`src/rtl/sm_router_pkg.sv`:
```
package sm_router_pkg;

  typedef enum logic [1:0] {
    ORD_EQUAL = 2'd0,
    ORD_A_BIG = 2'd1,
    ORD_B_BIG = 2'd2
  } order_e;

  typedef struct packed {
    logic swapOut;
  } route_strobe_t;

endpackage

```
`src/rtl/sm_router_ctrl.sv`:
```
module sm_router_ctrl
  import sm_router_pkg::*;
(
  input  logic          clk,
  input  logic          rstN,
  input  logic          startIn,
  input  logic          aBit,
  input  logic          bBit,
  output route_strobe_t strobe
);

  order_e orderQ;
  order_e orderNow;
  order_e orderD;

  // a start pulse wipes the old word's order before this bit is judged
  always_comb orderNow = startIn ? ORD_EQUAL : orderQ;

  always_comb begin
    orderD = orderNow;
    if (orderNow == ORD_EQUAL && (aBit != bBit)) begin
      orderD = aBit ? ORD_A_BIG : ORD_B_BIG;
    end
  end

  always_ff @(posedge clk or negedge rstN) begin
    if (!rstN) orderQ <= ORD_EQUAL;
    else       orderQ <= orderD;
  end

  always_comb strobe.swapOut = (orderD == ORD_B_BIG);

endmodule

```
`src/rtl/sm_router_dp.sv`:
```
module sm_router_dp
  import sm_router_pkg::*;
(
  input  logic          aBit,
  input  logic          bBit,
  input  route_strobe_t strobe,
  output logic          geBit,
  output logic          ltBit
);

  always_comb begin
    geBit = strobe.swapOut ? bBit : aBit;
    ltBit = strobe.swapOut ? aBit : bBit;
  end

endmodule

```
`src/rtl/serial_maxmin_router.sv`:
```
module serial_maxmin_router
  import sm_router_pkg::*;
(
  input  logic clk,
  input  logic rstN,
  input  logic startIn,
  input  logic aBit,
  input  logic bBit,
  output logic geBit,
  output logic ltBit
);

  route_strobe_t strobe;

  sm_router_ctrl uCtrl (
    .clk     (clk),
    .rstN    (rstN),
    .startIn (startIn),
    .aBit    (aBit),
    .bBit    (bBit),
    .strobe  (strobe)
  );

  sm_router_dp uDp (
    .aBit   (aBit),
    .bBit   (bBit),
    .strobe (strobe),
    .geBit  (geBit),
    .ltBit  (ltBit)
  );

endmodule

```
`config.mk`:
```
export PLATFORM = sky130hd
export DESIGN_NAME = serial_maxmin_router
export DESIGN_NICKNAME = d
export VERILOG_FILES = /design/src/rtl/sm_router_pkg.sv /design/src/rtl/sm_router_ctrl.sv /design/src/rtl/sm_router_dp.sv /design/src/rtl/serial_maxmin_router.sv
export SDC_FILE = /design/constraint.sdc
export NUM_CORES = 1
export LEC_CHECK = 0
export BUFFER_PORTS_ARGS = -buffer_cell sky130_fd_sc_hd__buf_2
export CAP_MARGIN = 20
export CELL_PAD_IN_SITES_DETAIL_PLACEMENT = 0
export CELL_PAD_IN_SITES_GLOBAL_PLACEMENT = 1
export CORE_AREA = 4 4 41 43
export CTS_BUF_LIST = sky130_fd_sc_hd__clkbuf_4 sky130_fd_sc_hd__clkbuf_8
export CTS_CLUSTER_SIZE = 24
export DETAILED_ROUTE_END_ITERATION = 8
export DIE_AREA = 0 0 45 47
export PLACE_DENSITY = 0.41
export SLEW_MARGIN = 20
export SYNTH_ARGS = -nofsm -noshare
export SYNTH_HDL_FRONTEND = slang
export SYNTH_HIERARCHICAL = 1
export SYNTH_SLANG_ARGS = --single-unit
```
`constraint.sdc`:
```
create_clock -name clk -period 2.6 [get_ports clk]
set_input_delay 0.13 -clock clk [delete_from_list [all_inputs] [get_ports clk]]
set_output_delay 0.13 -clock clk [all_outputs]
set_load 0.01 [all_outputs]
```
* Word-level counts from Yosys, hierarchy flattened *
Cells that the tools add are included.

storage, ports and cells
  register bits after elaboration = 2
  latch bits = 0
  RAM bits = 0
  memory bits (read-only) = 0
  input bits = 5
  output and inout port bits = 2
  word-level logic and storage cells = 10
  memories = 0

cells by class
  add/subtract/negate cells = 0
  multipliers = 0
  div/mod/pow operators = 0
  order comparisons = 0
  equal/unequal tests = 2
  shift operators = 0
  mux-type cells = 5
  bitwise gates (word level) = 0
  reductions and logical operators = 2

operators with widths
  cell                count
  $mux 2              3
  $eq 2x2->1 const B  1
  $logic_not 2->1     1
  $mux 1              2
  $logic_and 1x1->1   1
  $ne 1x1->1          1

* Logic depth before layout (Yosys ltp) *
Gate-level depths: netlist of run 1.

  depth after elaboration = 6
  depth in mapped cells = 3
  gate-level depth less buffers = 3

* Hierarchy *
The synthesis of run 1 kept the hierarchy.

modules (own cells, without submodules)
  module          times used  cells each  area an instance (sq um)  seq. area each (sq um)
  sm_router_ctrl  1           9           98.8                      50.0
  sm_router_dp    1           2           22.5                      0.0

* Worst setup path before layout of run 1 *
Ideal clock, no wire load.

  kind = reg2out
  start = reg uCtrl.orderQ[0]
  end = out geBit
  arrival = 1.016 ns
  required time = 2.470 ns
  path slack = 1.454 ns
  cell stages (with the launch flop) = 4
  buffers on the path = 0
  cells stage by stage = dfrtp_1 > nor2b_1 > a21oi_1 > mux2_2

on the way
  cells in the longest elaborated chain, start to end = 6

ends and longest elaborated chain
  what                      RTL line                    source
  start: declaration        sm_router_ctrl.sv:12        order_e orderQ;
  start signal: assignment  sm_router_ctrl.sv:28        else orderQ <= orderD;
  $mux 2 (*)                sm_router_ctrl.sv:17        always_comb orderNow = startIn ? ORD_EQUAL : orderQ;
  $logic_not 2->1           sm_router_ctrl.sv:21        if (orderNow == ORD_EQUAL && (aBit != bBit)) begin
  $logic_and 1x1->1         sm_router_ctrl.sv:21
  $mux 2 (*)                sm_router_ctrl.sv:21
  $eq 2x2->1 (*)            sm_router_ctrl.sv:31        always_comb strobe.swapOut = (orderD == ORD_B_BIG);
  named net strobe          serial_maxmin_router.sv:13  route_strobe_t strobe;
  $mux 1 (*)                sm_router_dp.sv:12          geBit = strobe.swapOut ? bBit : aBit;
  end: declaration          serial_maxmin_router.sv:9   output logic geBit,

The timed path passes the listed nets; every way through them passes the cells marked *.

* Final worst setup path of run 1 *
  start = reg uCtrl.orderQ[0]
  end = out ltBit

on the way
  cells in the longest elaborated chain, start to end = 6

ends and longest elaborated chain
  what               RTL line                    source
  $mux 2 (*)         sm_router_ctrl.sv:17
  $logic_not 2->1    sm_router_ctrl.sv:21
  $logic_and 1x1->1  sm_router_ctrl.sv:21
  $mux 2 (*)         sm_router_ctrl.sv:21
  $eq 2x2->1 (*)     sm_router_ctrl.sv:31
  named net strobe   serial_maxmin_router.sv:13
  $mux 1 (*)         sm_router_dp.sv:13          ltBit = strobe.swapOut ? aBit : bBit;
  end: declaration   serial_maxmin_router.sv:10  output logic ltBit

Marks and branches as above.

==> impl_metrics.prom, run 1 <==
# TYPE chip_impl_metric gauge
chip_impl_info{name="outcome",value="finished clean"} 1
chip_impl_metric{name="post_cts_hold_buffer_count",unit=""} 1
chip_impl_metric{name="period_minus_slack",unit="ns"} 1.54
chip_impl_info{name="critical_path.top_delay_family",value="multiplexers"} 1
chip_impl_metric{name="report.final.setup_viol",unit=""} 0
chip_impl_metric{name="num-nets-final",unit=""} 28
chip_impl_info{name="grt_busiest_layer",value="met4"} 1
chip_impl_metric{name="cp_slowest_stage_delay",unit="ns"} 0.36
chip_impl_metric{name="r2r_setup_slack",unit="ns"} 1.81
chip_impl_metric{name="setup_tns",unit="ns"} 0
chip_impl_info{name="synth_flop_cell",value="sky130_fd_sc_hd__dfrtp_1"} 1
chip_impl_info{name="rsz0062_at_grt",value="false"} 1
chip_impl_metric{name="die_w",unit="um"} 45
chip_impl_metric{name="route.antenna.remaining_nets",unit=""} 0
chip_impl_metric{name="power_density",unit="nW/um^2"} 632
chip_impl_metric{name="global_route_wire_length_before_repair",unit="um"} 565
chip_impl_metric{name="synth_enable_flop_cells",unit=""} 0
chip_impl_metric{name="synth.yosys.seq_area_share",unit=""} 0.412
chip_impl_metric{name="postCtsSetupRepairBufs",unit=""} 0
chip_impl_metric{name="global_route.usage.total",unit=""} 0.0466
chip_impl_metric{name="maxCapViolCount",unit=""} 0
chip_impl_metric{name="detailedRoute.firstIterationViolations",unit=""} 2
chip_impl_metric{name="die_ar",unit="um^2"} 2120
chip_impl_metric{name="yosysWarningCount",unit=""} 6
chip_impl_metric{name="groute.layer.met3.usage",unit=""} 0.0498
chip_impl_metric{name="postSynthAreaPerCell",unit="um^2"} 11.0
chip_impl_metric{name="clock-sinks",unit=""} 2
chip_impl_metric{name="finalClockSkew",unit="ns"} 0.000678
chip_impl_metric{name="met2_usage",unit=""} 0.0565
chip_impl_metric{name="min_period_over_period",unit=""} 0.590
chip_impl_info{name="synthTopCellsByCount",value="sky130_fd_sc_hd__dfrtp_1, sky130_fd_sc_hd__mux2_2"} 1
chip_impl_info{name="min_delay_worst_endpoint",value="uCtrl/orderQ[0]"} 1
chip_impl_metric{name="final-max-slew-violation-count",unit=""} 0
chip_impl_metric{name="crit_path_max_fanout",unit=""} 3
chip_impl_metric{name="reg2reg_depth",unit=""} 2
chip_impl_metric{name="coreArea",unit="um^2"} 1300
chip_impl_metric{name="vias",unit=""} 114
chip_impl_metric{name="net_count_after_synthesis",unit=""} 16
chip_impl_metric{name="antenna_found_initial",unit=""} 0
chip_impl_metric{name="tritoncts.num_buffers",unit=""} 3
chip_impl_info{name="reg2reg_to",value="uCtrl/orderQ[0]"} 1
chip_impl_metric{name="ir_worst_vdd",unit="V"} 0.000120
chip_impl_metric{name="layout-drive-gt1-share",unit=""} 0.571
chip_impl_metric{name="worst-endpoint-arrival",unit="ns"} 1.41
chip_impl_metric{name="port-buffer-count",unit=""} 6
chip_impl_metric{name="initial_core_util",unit=""} 0.0933
chip_impl_metric{name="critical_path.n_buffers_inverters",unit=""} 1
chip_impl_info{name="min_path_type",value="in2reg"} 1
chip_impl_metric{name="clock_path_buffers",unit=""} 2
chip_impl_info{name="worst_setup_path_start_kind",value="register"} 1
chip_impl_info{name="post-synth-top-area-cell",value="sky130_fd_sc_hd__dfrtp_1"} 1
chip_impl_metric{name="totalWireLength",unit="um"} 317
chip_impl_info{name="worstReg2RegStart",value="uCtrl/orderQ[0]"} 1
chip_impl_metric{name="timing_hold_violations_final",unit=""} 0
chip_impl_metric{name="rows",unit=""} 13
chip_impl_metric{name="timing.critical_path.required",unit="ns"} 2.47
chip_impl_info{name="cell_chain_of_the_critical_path",value="nor2b_1, a21oi_1, mux2_2, buf_2"} 1
chip_impl_metric{name="post_drt_via_cell_ratio",unit=""} 3.17
chip_impl_metric{name="grt_max_degree",unit=""} 5
chip_impl_metric{name="ctsHtreeMaxLevel",unit=""} 1
chip_impl_metric{name="cell_area_after_technology_mapping",unit="um^2"} 121
chip_impl_metric{name="place_hpwl",unit="um"} 227
chip_impl_metric{name="postSynth.asyncResetShare",unit=""} 1.00
chip_impl_metric{name="die_h",unit="um"} 47
chip_impl_metric{name="drt_pass1_iterations",unit=""} 2
chip_impl_info{name="cts_tree",value="done"} 1
chip_impl_metric{name="floorplan.io_pins",unit=""} 7
chip_impl_info{name="max_flop_register",value="uCtrl/orderQ"} 1
chip_impl_metric{name="yosys.cell_types.count",unit=""} 9
chip_impl_metric{name="gp_routability_congestion",unit=""} 0.592
chip_impl_metric{name="ys_ff_latch",unit=""} 2
chip_impl_metric{name="cts_repair_resize_count",unit=""} 0
chip_impl_info{name="registers_with_the_most_flip_flops",value="uCtrl/orderQ (2)"} 1
chip_impl_metric{name="finalCoreUtilization",unit=""} 0.156
chip_impl_metric{name="worstMarginPinSlew",unit="ns"} 0.232
chip_impl_info{name="ys_top_cells_by_area",value="sky130_fd_sc_hd__dfrtp_1, sky130_fd_sc_hd__mux2_2, sky130_fd_sc_hd__nand2b_4"} 1
chip_impl_metric{name="whs_path_depth",unit=""} 2
chip_impl_metric{name="drt_drc_violations_left",unit=""} 0
chip_impl_metric{name="slew-limit-headroom",unit=""} 0.845
chip_impl_metric{name="grt_util_met1",unit=""} 0.0319
chip_impl_metric{name="clock_insertion_delay_worst_skew",unit="ns"} 0.22
chip_impl_info{name="timing.critical_path.slowest_stage_cell",value="sky130_fd_sc_hd__mux2_2"} 1
chip_impl_info{name="cp-startpoint",value="uCtrl/orderQ[0]"} 1
chip_impl_info{name="cts_root_buf",value="sky130_fd_sc_hd__clkbuf_4"} 1
chip_impl_metric{name="drt-wirelength-per-cell",unit="um"} 8.81
chip_impl_metric{name="largest_reg_flops",unit=""} 2
chip_impl_metric{name="cts.reportedPaths.clkPinSlew",unit="ns"} 0.03
chip_impl_metric{name="p_leak",unit="nW"} 0.0975
chip_impl_metric{name="global_route.overflow_total",unit=""} 0
chip_impl_info{name="start_point_of_the_worst_hold_path",value="aBit"} 1
chip_impl_info{name="crit_type",value="reg2out"} 1
chip_impl_metric{name="fmax",unit="MHz"} 651
chip_impl_metric{name="netlist_instances",unit=""} 11
chip_impl_metric{name="diodes",unit=""} 0
chip_impl_metric{name="area_delta_synth_final",unit="%"} 67.0
chip_impl_metric{name="yosysTopAreaCellShare",unit=""} 0.412
chip_impl_info{name="timing.critical_path.to_type",value="output pin"} 1
chip_impl_metric{name="vias_in_the_first_global_route",unit=""} 146
[per-stage QoR]
step	setup slack, ns	hold slack [ns]	power (mW)	cells	area [um^2]
detailed placement	1.30	-0.0830	0.0588	32	170
global route	0.967	0.187	0.142	36	203
CTS	1.05	0.171	0.134	36	203
global placement	1.33	-0.0829	0.0578	32	170
finish	1.06	0.182	0.128	36	203
floorplan	1.45	-0.166	0.0500	11	121
[worst max-delay path by stage]
stage	endpoint	slack [ns]	cells after the start
2_1_floorplan	geBit	1.45	3
6_report	ltBit	1.06	4
4_1_cts	ltBit	1.05	4
3_5_place_dp	ltBit	1.30	4
3_3_place_gp	ltBit	1.33	4
5_1_grt	ltBit	0.97	4
[layer usage]
metal | up-vias | wire [um]
met5 | - | 0
met4 | 0 | 6
met3 | 2 | 48
met2 | 7 | 114
met1 | 47 | 148
li1 | 58 | -
[cells by family after synthesis]
| logic type | after synthesis | synth area share |
|---|---|---|
| muxes | 2 | 0.186 |
| and+or+nand+nor | 3 | 0.217 |
| buffers and inverters | 1 | 0.0309 |
| DFF | 2 | 0.412 |
| AOI/OAI and AO/OA | 3 | 0.155 |
[cell usage in the layout (no fill, tap or decap)]
| master | netlist | routed |
|---|---|---|
| sky130_fd_sc_hd__buf_2 | 0 | 6 |
| sky130_fd_sc_hd__clkbuf_4 | 0 | 3 |
| sky130_fd_sc_hd__dfrtp_1 | 2 | 2 |
| sky130_fd_sc_hd__mux2_2 | 2 | 2 |
| sky130_fd_sc_hd__dlygate4sd3_1 | 0 | 1 |
| sky130_fd_sc_hd__inv_1 | 1 | 1 |
| sky130_fd_sc_hd__nand2b_4 | 1 | 1 |
| sky130_fd_sc_hd__nor2b_1 | 1 | 1 |
| sky130_fd_sc_hd__a31o_1 | 1 | 1 |
| sky130_fd_sc_hd__nand2b_1 | 1 | 1 |
| sky130_fd_sc_hd__o21ai_1 | 1 | 1 |
| sky130_fd_sc_hd__a21oi_1 | 1 | 1 |
[layout make-up]
class | count | area (um^2)
clock buffers | 3 | 22.5
fillers | 151 | 1100
inverters | 1 | 3.75
multi-input cells | 8 | 67.6
flip-flops and latches | 2 | 50.0
well taps | 15 | 18.8
repair buffers | 7 | 40.0
[report_power, final]
part           switching, mW  leakage [nW]  internal, mW  total, mW
clock                 0.0174        0.0138        0.0509     0.0684
combinational         0.0105        0.0588        0.0132     0.0237
sequential           0.00147        0.0249        0.0345     0.0360
No activity file was read; power rests on OpenSTA's default activity.
==> run 2: changes to the inputs <==
--- a/config.mk
+++ b/config.mk
@@ -14,7 +14,7 @@
 export CTS_CLUSTER_SIZE = 24
 export DETAILED_ROUTE_END_ITERATION = 8
 export DIE_AREA = 0 0 45 47
-export PLACE_DENSITY = 0.41
+export PLACE_DENSITY = 0.42
 export SLEW_MARGIN = 20
 export SYNTH_ARGS = -nofsm -noshare
 export SYNTH_HDL_FRONTEND = slang
==> constraint.sdc (replaced) <==
create_clock -name clk -period 1.3 [get_ports clk]
set_input_delay 0.065 -clock clk [delete_from_list [all_inputs] [get_ports clk]]
set_output_delay 0.065 -clock clk [all_outputs]
set_load 0.01 [all_outputs]
==> impl_metrics.prom, run 2 (synthesized netlist as in run 1, its figures left out) <==
# TYPE chip_impl_metric gauge
chip_impl_metric{name="slew-limit-headroom",unit=""} 0.898
chip_impl_metric{name="worstMarginPinSlew",unit="ns"} 0.153
chip_impl_metric{name="min_period_over_period",unit=""} 1.03
chip_impl_metric{name="drt_drc_violations_left",unit=""} 0
chip_impl_metric{name="layout.area.seq",unit="um^2"} 50.0
chip_impl_info{name="cts_root_buf",value="sky130_fd_sc_hd__clkbuf_4"} 1
chip_impl_metric{name="area_delta_synth_final",unit="%"} 105
chip_impl_metric{name="period_minus_slack",unit="ns"} 1.35
chip_impl_metric{name="tritoncts.num_buffers",unit=""} 3
chip_impl_info{name="worst_setup_path_start_kind",value="register"} 1
chip_impl_metric{name="port-buffer-count",unit=""} 6
chip_impl_metric{name="drt-wirelength-per-cell",unit="um"} 8.76
chip_impl_metric{name="crit_path_max_fanout",unit=""} 2
chip_impl_metric{name="clock_insertion_delay_worst_skew",unit="ns"} 0.22
chip_impl_metric{name="timing_hold_violations_final",unit=""} 0
chip_impl_metric{name="worst-endpoint-arrival",unit="ns"} 1.28
chip_impl_metric{name="final-max-slew-violation-count",unit=""} 0
chip_impl_metric{name="die_ar",unit="um^2"} 2120
chip_impl_info{name="crit_type",value="reg2out"} 1
chip_impl_metric{name="global_route.overflow_total",unit=""} 0
chip_impl_metric{name="multi_input_comb_area",unit="um^2"} 93.8
chip_impl_metric{name="route.antenna.remaining_nets",unit=""} 0
chip_impl_info{name="violations",value="setup timing"} 1
chip_impl_metric{name="grt_max_degree",unit=""} 5
chip_impl_metric{name="final.setup.worst_slack",unit="ns"} -0.0454
chip_impl_metric{name="initial_core_util",unit=""} 0.0933
chip_impl_metric{name="report.final.setup_viol",unit=""} 2
chip_impl_metric{name="clock-sinks",unit=""} 2
chip_impl_metric{name="clock_path_buffers",unit=""} 2
chip_impl_metric{name="power_density",unit="nW/um^2"} 1140
chip_impl_metric{name="antenna_found_initial",unit=""} 0
chip_impl_info{name="cts_tree",value="done"} 1
chip_impl_info{name="timing.critical_path.to_type",value="output pin"} 1
chip_impl_metric{name="finalCoreUtilization",unit=""} 0.191
chip_impl_metric{name="global_route_wire_length_before_repair",unit="um"} 538
chip_impl_metric{name="vias_in_the_first_global_route",unit=""} 151
chip_impl_metric{name="p_leak",unit="nW"} 0.120
chip_impl_metric{name="ir_worst_vdd",unit="V"} 0.000272
chip_impl_metric{name="vias",unit=""} 122
chip_impl_metric{name="diodes",unit=""} 0
chip_impl_metric{name="layout-drive-gt1-share",unit=""} 0.682
chip_impl_metric{name="finalClockSkew",unit="ns"} 0.00379
chip_impl_info{name="outcome",value="finished with violations"} 1
chip_impl_info{name="max_flop_register",value="uCtrl/orderQ"} 1
chip_impl_metric{name="fill_cells",unit=""} 158
chip_impl_metric{name="rows",unit=""} 13
chip_impl_info{name="layout_commonest_cell",value="sky130_fd_sc_hd__buf_2"} 1
chip_impl_metric{name="gp_routability_congestion",unit=""} 0.591
chip_impl_metric{name="ctsHtreeMaxLevel",unit=""} 1
chip_impl_metric{name="num-nets-final",unit=""} 29
chip_impl_metric{name="floorplan.io_pins",unit=""} 7
chip_impl_metric{name="cts.reportedPaths.clkPinSlew",unit="ns"} 0.03
chip_impl_metric{name="drt_pass1_iterations",unit=""} 1
chip_impl_metric{name="largest_reg_flops",unit=""} 2
chip_impl_metric{name="post_drt_via_cell_ratio",unit=""} 3.30
chip_impl_metric{name="fmax",unit="MHz"} 743
chip_impl_metric{name="hold_ws",unit="ns"} 0.129
chip_impl_metric{name="die_w",unit="um"} 45
chip_impl_info{name="registers_with_the_most_flip_flops",value="uCtrl/orderQ (2)"} 1
chip_impl_metric{name="die_h",unit="um"} 47
chip_impl_info{name="mostFrequentLayoutCells",value="sky130_fd_sc_hd__buf_2, sky130_fd_sc_hd__clkbuf_4, sky130_fd_sc_hd__buf_6, sky130_fd_sc_hd__dfrtp_1, sky130_fd_sc_hd__mux2_4"} 1
chip_impl_info{name="min_path_type",value="in2reg"} 1
chip_impl_metric{name="totalWireLength",unit="um"} 324
chip_impl_metric{name="timing.critical_path.required",unit="ns"} 1.24
chip_impl_metric{name="maxCapViolCount",unit=""} 0
chip_impl_info{name="rsz0062_at_grt",value="true"} 1
chip_impl_metric{name="setup_tns",unit="ns"} -0.0908
chip_impl_metric{name="coreArea",unit="um^2"} 1300
chip_impl_metric{name="global_route.usage.total",unit=""} 0.0443
chip_impl_metric{name="detailedRoute.firstIterationViolations",unit=""} 0
run 2: cell count changes in the layout (fill, tap and decap cells not counted), sizes merged:
cell,previous run,this run
buf,6,7
run 2: worst max-delay path: stages, from the launching register on:
cell                      delay, ns
sky130_fd_sc_hd__dfrtp_1       0.35
sky130_fd_sc_hd__nor2b_4       0.13
sky130_fd_sc_hd__a21oi_4       0.14
sky130_fd_sc_hd__mux2_4        0.32
sky130_fd_sc_hd__buf_6         0.12
run 2: area by class of cell:
cell class                      count  share of cell area
Multi-Input combinational cell      8               0.377
Timing Repair Buffer                8               0.241
Sequential cell                     2               0.201
Inverter                            1              0.0151
Tap cell                           15              0.0754
Clock buffer                        3              0.0905
run 2: final timing paths:
kind                                 startpoint         endpoint  slack [ns]  cells after the start
max in group asynchronous                  rstN  uCtrl/orderQ[1]        1.05                      2
worst max-delay path            uCtrl/orderQ[0]            geBit       -0.05                      4
worst min register to register  uCtrl/orderQ[1]  uCtrl/orderQ[1]        0.56                      2
worst max register to register  uCtrl/orderQ[0]  uCtrl/orderQ[0]        0.41                      3
worst min-delay path                       aBit  uCtrl/orderQ[0]        0.13                      2
min in group asynchronous                  rstN  uCtrl/orderQ[0]        0.16                      2
run 2: repair_timing:
| item | in CTS | in global routing |
|---|---|---|
| resized for setup | 8 | 0 |
| hold endpoints to repair | 2 | 0 |
| pin swaps | 0 | 0 |
| hold buffers | 1 | 0 |
| buffers inserted | 1 | 0 |
| setup endpoints to repair | 2 | 2 |
run 2: where the power goes:
part           switching [mW]  internal [mW]
sequential            0.00334         0.0692
combinational          0.0281         0.0455
clock                  0.0353          0.102
total                  0.0667          0.216
run 2: per-stage QoR:
step           power (mW)  cell area [um^2]  setup slack [ns]  std cells
3_3_place_gp        0.116               170            0.0940         32
3_5_place_dp        0.117               170            0.0490         32
2_1_floorplan      0.0999               121             0.219         11
4_1_cts             0.294               249           -0.0663         37
6_report            0.283               249           -0.0454         37
5_1_grt             0.298               249           -0.0924         37
run 2: routing by layer:
| layer | global-route usage | wire (um) | up-vias |
|---|---|---|---|
| met3 | 0.0536 | 56 | 0 |
| met1 | 0.0342 | 157 | 53 |
| met5 | 0 | 0 | - |
| met2 | 0.0508 | 109 | 7 |
| li1 | - | - | 62 |
| met4 | 0.0526 | 0 | 0 |
==> run 3: changes to the inputs <==
--- a/config.mk
+++ b/config.mk
@@ -5,6 +5,7 @@
 export SDC_FILE = /design/constraint.sdc
 export NUM_CORES = 1
 export LEC_CHECK = 0
+export ABC_AREA = 1
 export BUFFER_PORTS_ARGS = -buffer_cell sky130_fd_sc_hd__buf_2
 export CAP_MARGIN = 20
 export CELL_PAD_IN_SITES_DETAIL_PLACEMENT = 0
@@ -14,7 +15,8 @@
 export CTS_CLUSTER_SIZE = 24
 export DETAILED_ROUTE_END_ITERATION = 8
 export DIE_AREA = 0 0 45 47
-export PLACE_DENSITY = 0.42
+export GPL_ROUTABILITY_DRIVEN = 0
+export PLACE_DENSITY = 0.47
 export SLEW_MARGIN = 20
 export SYNTH_ARGS = -nofsm -noshare
 export SYNTH_HDL_FRONTEND = slang
==> impl_metrics.prom, run 3 <==
# TYPE chip_impl_metric gauge
chip_impl_info{name="outcome",value="finished clean"} 1
chip_impl_metric{name="post-route-cell-area",unit="um^2"} 241
chip_impl_info{name="critical_path.top_delay_family",value="flip-flops"} 1
chip_impl_metric{name="port-buffer-count",unit=""} 6
chip_impl_metric{name="clock_path_buffers",unit=""} 2
chip_impl_info{name="cts_tree",value="done"} 1
chip_impl_info{name="reg2reg_to",value="uCtrl/orderQ[1]"} 1
chip_impl_metric{name="yosysTopAreaCellShare",unit=""} 0.357
chip_impl_info{name="post-synth-top-area-cell",value="sky130_fd_sc_hd__dfrtp_1"} 1
chip_impl_metric{name="timing.critical_path.required",unit="ns"} 1.24
chip_impl_info{name="synthTopCellsByCount",value="sky130_fd_sc_hd__nand2_1, sky130_fd_sc_hd__inv_1, sky130_fd_sc_hd__nand2_2, sky130_fd_sc_hd__dfrtp_1, sky130_fd_sc_hd__nor2_1"} 1
chip_impl_metric{name="maxCapViolCount",unit=""} 0
chip_impl_metric{name="largest_reg_flops",unit=""} 2
chip_impl_metric{name="die_h",unit="um"} 47
chip_impl_metric{name="layout-drive-gt1-share",unit=""} 0.545
chip_impl_metric{name="drt-wirelength-per-cell",unit="um"} 6.75
chip_impl_metric{name="period_minus_slack",unit="ns"} 1.21
chip_impl_metric{name="place_hpwl",unit="um"} 239
chip_impl_metric{name="global_route.usage.total",unit=""} 0.0411
chip_impl_metric{name="drt_drc_violations_left",unit=""} 0
chip_impl_info{name="yosysMostFrequentCell",value="sky130_fd_sc_hd__nand2_1"} 1
chip_impl_metric{name="synth_enable_flop_cells",unit=""} 0
chip_impl_metric{name="setup_tns",unit="ns"} 0
chip_impl_metric{name="global_route.overflow_total",unit=""} 0
chip_impl_metric{name="yosysWarningCount",unit=""} 6
chip_impl_info{name="worstReg2RegStart",value="uCtrl/orderQ[1]"} 1
chip_impl_metric{name="final-max-slew-violation-count",unit=""} 0
chip_impl_metric{name="synth.yosys.seq_area_share",unit=""} 0.357
chip_impl_metric{name="clock_insertion_delay_worst_skew",unit="ns"} 0.22
chip_impl_metric{name="min_period_over_period",unit=""} 0.928
chip_impl_metric{name="vias",unit=""} 148
chip_impl_metric{name="grt_max_degree",unit=""} 5
chip_impl_metric{name="worst-endpoint-arrival",unit="ns"} 1.14
chip_impl_metric{name="tritoncts.num_buffers",unit=""} 3
chip_impl_metric{name="antenna_found_initial",unit=""} 0
chip_impl_metric{name="totalWireLength",unit="um"} 324
chip_impl_metric{name="die_ar",unit="um^2"} 2120
chip_impl_info{name="min_path_type",value="in2async"} 1
chip_impl_info{name="registers_with_the_most_flip_flops",value="uCtrl/orderQ (2)"} 1
chip_impl_metric{name="floorplan.io_pins",unit=""} 7
chip_impl_metric{name="vias_in_the_first_global_route",unit=""} 164
chip_impl_metric{name="power_density",unit="nW/um^2"} 1150
chip_impl_metric{name="placed_area",unit="um^2"} 189
chip_impl_metric{name="ys_ff_latch",unit=""} 2
chip_impl_metric{name="rows",unit=""} 13
chip_impl_metric{name="initial_core_util",unit=""} 0.108
chip_impl_metric{name="report.final.setup_viol",unit=""} 0
chip_impl_metric{name="timing_hold_violations_final",unit=""} 0
chip_impl_metric{name="route.antenna.remaining_nets",unit=""} 0
chip_impl_metric{name="diodes",unit=""} 0
chip_impl_info{name="layout_commonest_cell",value="sky130_fd_sc_hd__nand2_1"} 1
chip_impl_metric{name="critical_path.n_buffers_inverters",unit=""} 3
chip_impl_info{name="synth_flop_cell",value="sky130_fd_sc_hd__dfrtp_1"} 1
chip_impl_metric{name="net_count_after_synthesis",unit=""} 27
chip_impl_metric{name="postSynth.asyncResetShare",unit=""} 1.00
chip_impl_info{name="cts_root_buf",value="sky130_fd_sc_hd__clkbuf_4"} 1
chip_impl_metric{name="worstMarginPinSlew",unit="ns"} 0.192
chip_impl_metric{name="num-nets-final",unit=""} 40
chip_impl_info{name="crit_type",value="reg2out"} 1
chip_impl_info{name="cp-startpoint",value="uCtrl/orderQ[1]"} 1
chip_impl_metric{name="fmax",unit="MHz"} 829
chip_impl_info{name="timing.critical_path.slowest_stage_cell",value="sky130_fd_sc_hd__dfrtp_1"} 1
chip_impl_info{name="max_flop_register",value="uCtrl/orderQ"} 1
chip_impl_info{name="mostFrequentLayoutCells",value="sky130_fd_sc_hd__nand2_1, sky130_fd_sc_hd__buf_2"} 1
chip_impl_metric{name="netlist_instances",unit=""} 22
chip_impl_metric{name="area_delta_synth_final",unit="%"} 72.3
chip_impl_metric{name="crit_path_max_fanout",unit=""} 3
chip_impl_metric{name="p_leak",unit="nW"} 0.140
chip_impl_metric{name="global_route_wire_length_before_repair",unit="um"} 558
chip_impl_metric{name="yosys.cell_types.count",unit=""} 8
chip_impl_info{name="rsz0062_at_grt",value="true"} 1
chip_impl_metric{name="detailedRoute.firstIterationViolations",unit=""} 5
chip_impl_metric{name="ctsHtreeMaxLevel",unit=""} 1
chip_impl_metric{name="cts.reportedPaths.clkPinSlew",unit="ns"} 0.03
chip_impl_metric{name="cell_area_after_technology_mapping",unit="um^2"} 140
chip_impl_metric{name="cp_slowest_stage_delay",unit="ns"} 0.36
chip_impl_info{name="worst_setup_path_start_kind",value="register"} 1
chip_impl_metric{name="coreArea",unit="um^2"} 1300
chip_impl_info{name="timing.critical_path.to_type",value="output pin"} 1
chip_impl_info{name="cell_chain_of_the_critical_path",value="nand2_2, inv_2, a21oi_4, nor2_4, inv_2, nand2_1, nand2_1, buf_2"} 1
chip_impl_metric{name="drt_pass1_iterations",unit=""} 2
chip_impl_metric{name="finalClockSkew",unit="ns"} 0.000127
chip_impl_info{name="ys_top_cells_by_area",value="sky130_fd_sc_hd__dfrtp_1, sky130_fd_sc_hd__nand2_1, sky130_fd_sc_hd__inv_1"} 1
chip_impl_metric{name="finalCoreUtilization",unit=""} 0.186
chip_impl_metric{name="die_w",unit="um"} 45
chip_impl_metric{name="post_drt_via_cell_ratio",unit=""} 3.08
chip_impl_metric{name="r2r_setup_slack",unit="ns"} 0.43
chip_impl_metric{name="ir_worst_vdd",unit="V"} 0.000458
chip_impl_metric{name="reg2reg_depth",unit=""} 5
chip_impl_metric{name="slew-limit-headroom",unit=""} 0.872
chip_impl_metric{name="clock-sinks",unit=""} 2
chip_impl_metric{name="postSynthAreaPerCell",unit="um^2"} 6.37
## run 3: cell types whose count changed after synthesis, sizes merged
cell    delta
nand2     +10
a31o       -1
nand2b     -2
nor2b      -1
o21ai      -1
mux2       -2
inv        +5
nor2       +3
## run 3: per-stage QoR
stage	setup WS, ns	instances	total power, mW	hold slack [ns]
2_1_floorplan	0.417	22	0.106	-0.231
3_3_place_gp	0.297	43	0.127	-0.147
3_5_place_dp	0.287	43	0.126	-0.149
4_1_cts	0.0398	47	0.276	0.141
5_1_grt	-0.00959	48	0.304	0.174
6_report	0.0935	48	0.277	0.160
## run 3: worst register-to-register path, cell delays in order, from the launching register on
cell and delay (ns):
sky130_fd_sc_hd__dfrtp_1 0.36, sky130_fd_sc_hd__nand2_2 0.07, sky130_fd_sc_hd__inv_2 0.04, sky130_fd_sc_hd__a21oi_4 0.14, sky130_fd_sc_hd__buf_4 0.13, sky130_fd_sc_hd__inv_1 0.03
## run 3: power by group
group,total [mW],internal (mW),switching (mW)
sequential,0.0716,0.0691,0.00249
combinational,0.0687,0.0306,0.0381
clock,0.137,0.102,0.0349
## run 3: logic make-up after synthesis
family,synth area share
simple gates,0.420
buf+inv,0.161
flops,0.357
compound gates,0.0625
## run 3: worst max path at each step
| stage | end | slack [ns] | depth (start not counted) |
|---|---|---|---|
| 2_1_floorplan | geBit | 0.42 | 7 |
| 3_3_place_gp | ltBit | 0.30 | 8 |
| 3_5_place_dp | ltBit | 0.29 | 8 |
| 4_1_cts | ltBit | 0.04 | 8 |
| 5_1_grt | geBit | -0.01 | 8 |
| 6_report | geBit | 0.09 | 8 |
## run 3: timing repair
item,4_1_cts,5_1_grt
endpoints found under the setup margin,0,2
hold endpoints to repair,2,0
hold buffers,1,0
gates resized for setup,0,4
setup buffers,0,1
## run 3: layer usage
metal / wire length, um / vias to the layer above / global-route usage
met1: 142 / 58 / 0.0386
met5: 0 / - / 0
li1: - / 83 / -
met2: 141 / 7 / 0.0565
met4: 0 / 0 / 0.0702
met3: 40 / 0 / 0.0115
## run 3: layout make-up
class	instances	area [um^2]
inverters	6	22.5
fillers	158	1060
clock buffers	3	22.5
repair buffers	8	47.5
well taps	15	18.8
flip-flops and latches	2	50.0
multi-input cells	14	80.1
